==> config.mk <==
export PLATFORM = sky130hd
export DESIGN_NAME = sci_bitrate_gen
export DESIGN_NICKNAME = d
export VERILOG_FILES = /design/src/rtl/brg_pkg.sv /design/src/rtl/brg_prescaler.sv /design/src/rtl/brg_divider.sv /design/src/rtl/brg_bitcount.sv /design/src/rtl/sci_bitrate_gen.sv
export SDC_FILE = /design/constraint.sdc
export NUM_CORES = 1
export LEC_CHECK = 0
export ABC_AREA = 1
export BUFFER_PORTS_ARGS = -buffer_cell sky130_fd_sc_hd__clkbuf_2
export CAP_MARGIN = 0
export CORE_MARGIN = 4
export CORE_UTILIZATION = 50
export DETAILED_ROUTE_END_ITERATION = 16
export HOLD_SLACK_MARGIN = 0.03
export MAX_ROUTING_LAYER = met4
export PLACE_DENSITY = 0.71
export SLEW_MARGIN = 0
export SYNTH_ARGS = -nofsm -noshare
export SYNTH_HDL_FRONTEND = slang
export SYNTH_SLANG_ARGS = --single-unit
==> constraint.sdc <==
create_clock -name clk -period 1.4 [get_ports clk]
set_input_delay 0.14 -clock clk [delete_from_list [all_inputs] [get_ports clk]]
set_output_delay 0.14 -clock clk [all_outputs]
set_load 0.01 [all_outputs]
==> src/rtl/brg_pkg.sv <==
package brg_pkg;

  typedef enum logic [1:0] {
    MODE_ASYNC = 2'b00,
    MODE_SYNC  = 2'b01,
    MODE_CARD  = 2'b10,
    MODE_RSVD  = 2'b11
  } brg_mode_e;

  localparam int unsigned BITCNT_W = 9;
  localparam int unsigned CTRL_W   = 6;

  function automatic logic [BITCNT_W-1:0] card_cycles(input logic [1:0] sel);
    logic [BITCNT_W-1:0] r;
    case (sel)
      2'b00:   r = BITCNT_W'(32);
      2'b01:   r = BITCNT_W'(64);
      2'b10:   r = BITCNT_W'(372);
      default: r = BITCNT_W'(256);
    endcase
    return r;
  endfunction

  function automatic logic [BITCNT_W-1:0] basics_per_bit(input brg_mode_e mode,
                                                         input logic [1:0] sel);
    logic [BITCNT_W-1:0] r;
    case (mode)
      MODE_SYNC: r = BITCNT_W'(2);
      MODE_CARD: r = card_cycles(sel);
      default:   r = BITCNT_W'(16);
    endcase
    return r;
  endfunction

endpackage

==> src/rtl/brg_prescaler.sv <==
module brg_prescaler #(
  parameter int unsigned SEL_W = 2,
  localparam int unsigned CNT_W = 2 * ((1 << SEL_W) - 1) + 1
) (
  input  logic             clk,
  input  logic             rst_n,
  input  logic             restart,
  input  logic [SEL_W-1:0] sel,
  output logic             tick
);

  logic [CNT_W-1:0] cnt_q, cnt_d, limit;
  logic             cnt_en;

  always_comb begin
    limit  = (CNT_W'(1) << (2 * sel + 1)) - CNT_W'(1);
    tick   = (cnt_q == limit);
    cnt_en = 1'b1;
    if (restart || tick) cnt_d = '0;
    else                 cnt_d = cnt_q + CNT_W'(1);
  end

  always_ff @(posedge clk or negedge rst_n) begin
    if (!rst_n)      cnt_q <= '0;
    else if (cnt_en) cnt_q <= cnt_d;
  end

endmodule

==> src/rtl/brg_divider.sv <==
module brg_divider #(
  parameter int unsigned DIV_W = 8
) (
  input  logic             clk,
  input  logic             rst_n,
  input  logic             restart,
  input  logic             step,
  input  logic [DIV_W-1:0] limit,
  output logic             wrap
);

  logic [DIV_W-1:0] cnt_q, cnt_d;
  logic             cnt_en;

  always_comb begin
    wrap   = step && (cnt_q == limit);
    cnt_en = restart || step;
    if (restart || wrap) cnt_d = '0;
    else                 cnt_d = cnt_q + DIV_W'(1);
  end

  always_ff @(posedge clk or negedge rst_n) begin
    if (!rst_n)      cnt_q <= '0;
    else if (cnt_en) cnt_q <= cnt_d;
  end

endmodule

==> src/rtl/brg_bitcount.sv <==
module brg_bitcount #(
  parameter int unsigned CNT_W = 9
) (
  input  logic             clk,
  input  logic             rst_n,
  input  logic             restart,
  input  logic             step,
  input  logic [CNT_W-1:0] limit,
  output logic             done
);

  logic [CNT_W-1:0] cnt_q, cnt_d;
  logic             cnt_en;

  always_comb begin
    done   = step && (cnt_q == limit);
    cnt_en = restart || step;
    if (restart || done) cnt_d = '0;
    else                 cnt_d = cnt_q + CNT_W'(1);
  end

  always_ff @(posedge clk or negedge rst_n) begin
    if (!rst_n)      cnt_q <= '0;
    else if (cnt_en) cnt_q <= cnt_d;
  end

endmodule

==> src/rtl/sci_bitrate_gen.sv <==
module sci_bitrate_gen
  import brg_pkg::*;
#(
  parameter int unsigned DIV_W   = 8,
  parameter logic [7:0]  DIV_RST = 8'hFF
) (
  input  logic             clk,
  input  logic             rst_n,
  input  logic             wr_en,
  input  logic             wr_addr,
  input  logic [DIV_W-1:0] wr_data,
  input  logic             rd_addr,
  output logic [DIV_W-1:0] rd_data,
  output logic             base_tick,
  output logic             bit_tick,
  output logic             sclk
);

  localparam int unsigned SEL_W = 2;

  // reset: asynchronous assert, synchronous release
  logic rst_meta_q, rst_sync_q;
  always_ff @(posedge clk or negedge rst_n) begin
    if (!rst_n) begin
      rst_meta_q <= 1'b0;
      rst_sync_q <= 1'b0;
    end else begin
      rst_meta_q <= 1'b1;
      rst_sync_q <= rst_meta_q;
    end
  end

  // register file
  logic [DIV_W-1:0]  div_q, div_d;
  logic [CTRL_W-1:0] ctrl_q, ctrl_d;
  logic              div_en, ctrl_en, restart;

  always_comb begin
    div_en  = wr_en && !wr_addr;
    ctrl_en = wr_en &&  wr_addr;
    restart = wr_en;
    div_d   = wr_data;
    ctrl_d  = wr_data[CTRL_W-1:0];
  end

  always_ff @(posedge clk or negedge rst_sync_q) begin
    if (!rst_sync_q) begin
      div_q  <= DIV_W'(DIV_RST);
      ctrl_q <= '0;
    end else begin
      if (div_en)  div_q  <= div_d;
      if (ctrl_en) ctrl_q <= ctrl_d;
    end
  end

  assign rd_data = rd_addr ? DIV_W'(ctrl_q) : div_q;

  // field decode
  logic [SEL_W-1:0]    psel;
  brg_mode_e           mode;
  logic [1:0]          card_sel;
  logic [BITCNT_W-1:0] bit_limit;

  always_comb begin
    psel      = ctrl_q[1:0];
    mode      = brg_mode_e'(ctrl_q[3:2]);
    card_sel  = ctrl_q[5:4];
    bit_limit = basics_per_bit(mode, card_sel) - BITCNT_W'(1);
  end

  // timing chain
  logic presc_tick, basic_wrap, bit_done;

  brg_prescaler #(.SEL_W(SEL_W)) u_presc (
    .clk     (clk),
    .rst_n   (rst_sync_q),
    .restart (restart),
    .sel     (psel),
    .tick    (presc_tick)
  );

  brg_divider #(.DIV_W(DIV_W)) u_div (
    .clk     (clk),
    .rst_n   (rst_sync_q),
    .restart (restart),
    .step    (presc_tick),
    .limit   (div_q),
    .wrap    (basic_wrap)
  );

  brg_bitcount #(.CNT_W(BITCNT_W)) u_bits (
    .clk     (clk),
    .rst_n   (rst_sync_q),
    .restart (restart),
    .step    (basic_wrap),
    .limit   (bit_limit),
    .done    (bit_done)
  );

  // registered outputs
  logic base_q, base_d, bit_q, bit_d, sclk_q, sclk_d;

  always_comb begin
    base_d = basic_wrap;
    bit_d  = bit_done;
    sclk_d = sclk_q;
    if (restart) begin
      base_d = 1'b0;
      bit_d  = 1'b0;
      sclk_d = 1'b1;
    end else if (mode != MODE_SYNC) begin
      sclk_d = 1'b1;
    end else if (basic_wrap) begin
      sclk_d = ~sclk_q;
    end
  end

  always_ff @(posedge clk or negedge rst_sync_q) begin
    if (!rst_sync_q) begin
      base_q <= 1'b0;
      bit_q  <= 1'b0;
      sclk_q <= 1'b1;
    end else begin
      base_q <= base_d;
      bit_q  <= bit_d;
      sclk_q <= sclk_d;
    end
  end

  assign base_tick = base_q;
  assign bit_tick  = bit_q;
  assign sclk      = sclk_q;

endmodule

==> qor_table.md <==
| Quantity | Value |
| --- | --- |
| Outcome | finished, violations left |
| Failing checks | negative setup slack |
| Via count of the routed design | 2551 |
| DRT antenna net count | 0 |
| Setup repair after global routing missed its margin | true |
| Top area cells in the synthesized netlist | sky130_fd_sc_hd__dfrtp_1, sky130_fd_sc_hd__nand2_1, sky130_fd_sc_hd__dfstp_2 |
| Remaining routing DRC violations | 0 |
| Chain of cells forming the critical path | inv_2 > ha_4 > nor2_4 > nand2_2 > ha_4 > nor2_2 > nor2_1 > nand3_1 > nor2_1 > nand3_1 > nor2_1 > nand3_2 > nand2_4 > nor3_4 |
| IR Drop Worst-Case VDD | 627 uV |
| Global-route congestion overflow total | 0 |
| Cell type with the highest aggregate area in the netlist | sky130_fd_sc_hd__dfrtp_1 |
| Final core utilization | 72.6% |
| Number of global-route vias before repair | 2414 |
| Most Frequent Cell on Critical Path | sky130_fd_sc_hd__nor2_1 |
| Area of the die | 0.00647 mm^2 |
| # setup viols final | 27 |
| Max-cap check violation count | 0 |
| Internal power component | 0.00224 W |
| Most frequent cells in the layout | sky130_fd_sc_hd__nand2_1, sky130_fd_sc_hd__buf_4, sky130_fd_sc_hd__inv_1 |
| Buffers and inverters on the worst path | 1 |
| Routed WL per cell | 12.4 um |
| WP data required | 1.59 ns |
| Critical path class | reg -> reg |
| Largest net degree at the start of global routing | 34 |
| Port bufs | 23 |
| Routability congestion estimate from global placement | 0.887 |
| Share of synthesized area occupied by flip-flops and latches | 41.4% |
| Post-layout net count | 475 |
| Data arrival time of the worst path | 2.33 ns |
| Time the final worst path needs with I/O delays and setup | 2.14 ns |
| CTS tree | built |
| Number of antenna violations at the first check in global routing | 0 |
| Share of final-layout standard cells stronger than drive strength 1 | 41.3% |
| DRT Wirelength | 6.51 mm |
| Number of unique standard cell types used by synthesis | 32 |
| Final worst-path cycle share | 153% |
| HPWL after detailed placement | 4.56 mm |
| Number of clock sinks | 43 |
| Worst-path maximum fanout | 6 |
| Syn Std Cell Area | 0.00263 mm^2 |
| Reported net switching power | 0.00105 W |
| Combinational share of power | 31.2% |
| Switching Fraction | 31.9% |
| H-tree levels | 2 |
| Fraction of power consumed by the clock network | 25.9% |
| Root Buffer | sky130_fd_sc_hd__clkbuf_8 |
| Number of nets in the synthesized netlist | 381 |
| Diodes inserted | 0 |
| Top cell type's share of synthesized area | 32.4% |
| Number of pins exceeding their max-slew limit in the final report | 0 |
| Number of non-filler instances in the completed layout | 523 |
| Largest stage delay, worst path | 0.39 ns |
| GRT Overall Usage | 21.2% |
| Global-route wire length before repair | 10.4 mm |
| Hold WC Path Type | in -> reg |
| Cell class contributing the biggest share of worst-path delay | simple AND/OR/NAND/NOR gates |
| Layout Cell Area excl Fill | 0.00371 mm^2 |
| Total number of placement rows | 26 |
| Number of cells after detailed placement | 506 |
| Synthesized netlist cell count | 358 |
| Count of warnings emitted by yosys | 0 |
| Total placed instance area | 0.00328 mm^2 |
| Mean post-synth cell area | 7.33 um^2 |
| Critical Path Source Type | flop |
| Die H | 80.5 um |
| Area growth, synth to finish | 41.3% |
| Maximum operating frequency | 468 MHz |
| Final critical-path setup slack | -0.739 ns |
| Chip width | 80.5 um |
| Number of CTS-inserted buffers | 5 |
| Endpoint type of the worst setup path | flop |
| Final hold vios | 0 |
| Worst Clk Skew | 0.00528 ns |
| IO Count | 24 |
| Source-to-sink clock delay at the later pin of the worst-skew pair | 0.30 ns |
| Most common cell after layout, fill and taps aside | sky130_fd_sc_hd__nand2_1 |
| Sum of negative setup slack | -10.63 ns |
| Reg power frac | 42.9% |
| Seq cells post-synth | 43 |
| Starting Density | 51.4% |
| Deepest clock path buffer count | 2 |
| Reg clk slew, reported paths | 0.09 ns |
| Slowest cell on crit path | sky130_fd_sc_hd__dfrtp_1 |
| Power density cells | 885 mW/mm^2 |
| Via density per instance | 4.88 |
| Initial detailed-routing violation count | 132 |
| Total core area | 0.00511 mm^2 |
| Standby leakage power | 1.86 nW |
| DR pass1 iterations | 4 |
state kept, by name, summed over array words and instances, names as in the netlist:
name,flops
ctrl_q,6
rst_sync_q,1
sclk,1
u_div.cnt_q,8
u_presc.cnt_q,7
bit_tick,1
u_bits.cnt_q,9
div_q,8
base_tick,1
rst_meta_q,1
layer usage:
metal	wire, um	GRT usage [%]
met1	2870	26.1
met2	3240	35.2
met3	240	4.37
met4	162	6.25
met5	0	-
power groups by stage:
| stage | Clock [W] | Sequential, W | Combinational [W] |
|---|---|---|---|
| floorplan | 0 | 0.00143 | 0.000462 |
| global placement | 0 | 0.00142 | 0.000836 |
| detailed placement | 0 | 0.00142 | 0.000853 |
| CTS | 0.000872 | 0.00140 | 0.000877 |
| global route | 0.000943 | 0.00142 | 0.00113 |
| finish | 0.000850 | 0.00141 | 0.00102 |
Yosys cell counts (all sizes together):
| cell | count |
|---|---|
| a21oi | 12 |
| nor3 | 9 |
| o21bai | 1 |
| clkbuf | 3 |
| o211ai | 1 |
| xnor2 | 1 |
| conb | 1 |
| ha | 10 |
| buf | 3 |
| o21ai | 28 |
| dfstp | 9 |
| nand2 | 104 |
| inv | 61 |
| nand3 | 25 |
| or2 | 1 |
| dfrtp | 34 |
| o31ai | 1 |
| xor2 | 6 |
| nand4 | 4 |
| nor2 | 43 |
| a21boi | 1 |
cell type report:
cell class	count	area (um^2)
clock inverters	2	16.3
well taps	70	87.6
inverters	61	239
clock buffers	6	82.6
multi-input cells	248	1480
flip-flops and latches	43	1090
fillers	407	1400
repair buffers	93	714
through the flow:
| step | worst slack [ns] | power [W] | hold WS (ns) |
|---|---|---|---|
| after floorplan | -0.585 | 0.00189 | -0.156 |
| after CTS | -0.683 | 0.00315 | 0.0467 |
| final | -0.739 | 0.00328 | 0.0534 |
| after global placement | -0.637 | 0.00225 | -0.0741 |
| after global routing | -0.889 | 0.00350 | 0.0506 |
| after detailed placement | -0.674 | 0.00228 | -0.0722 |
cells by family after synthesis:
family	after synthesis	synth area share, %
AOI/OAI and AO/OA	44	9.06
xor gates and xnor gates	7	2.34
adders and majority gates	10	4.77
buffers and inverters	67	10.1
DFF	43	41.4
other	1	0.143
and+or+nand+nor	186	32.2
what timing repair did:
item	CTS	global route
buffers inserted	2	11
gates cloned	0	0
gates resized for setup	19	69
endpoints found under the hold margin	2	0
hold buffers	1	0
pin swaps	4	25
endpoints found under the setup margin	32	34
worst min-delay path, cell delays in order:
cell,delay [ns]
sky130_fd_sc_hd__clkbuf_2,0.08
sky130_fd_sc_hd__nor2_1,0.09
sky130_fd_sc_hd__a21oi_1,0.05
worst paths after layout:
kind                            slack [ns]         endpoint        from  cells after the start
worst max-delay path                 -0.74  u_bits.cnt_q[2]   ctrl_q[2]                     14
worst min-delay path                  0.05         div_q[6]  wr_data[6]                      3
worst max register to register       -0.74  u_bits.cnt_q[2]   ctrl_q[2]                     14
worst min register to register        0.18        ctrl_q[0]  rst_sync_q                      0
max in group asynchronous             0.63             sclk  rst_sync_q                      1
min in group asynchronous             0.16       rst_meta_q       rst_n                      2
No activity file was read; power rests on OpenSTA's default activity.
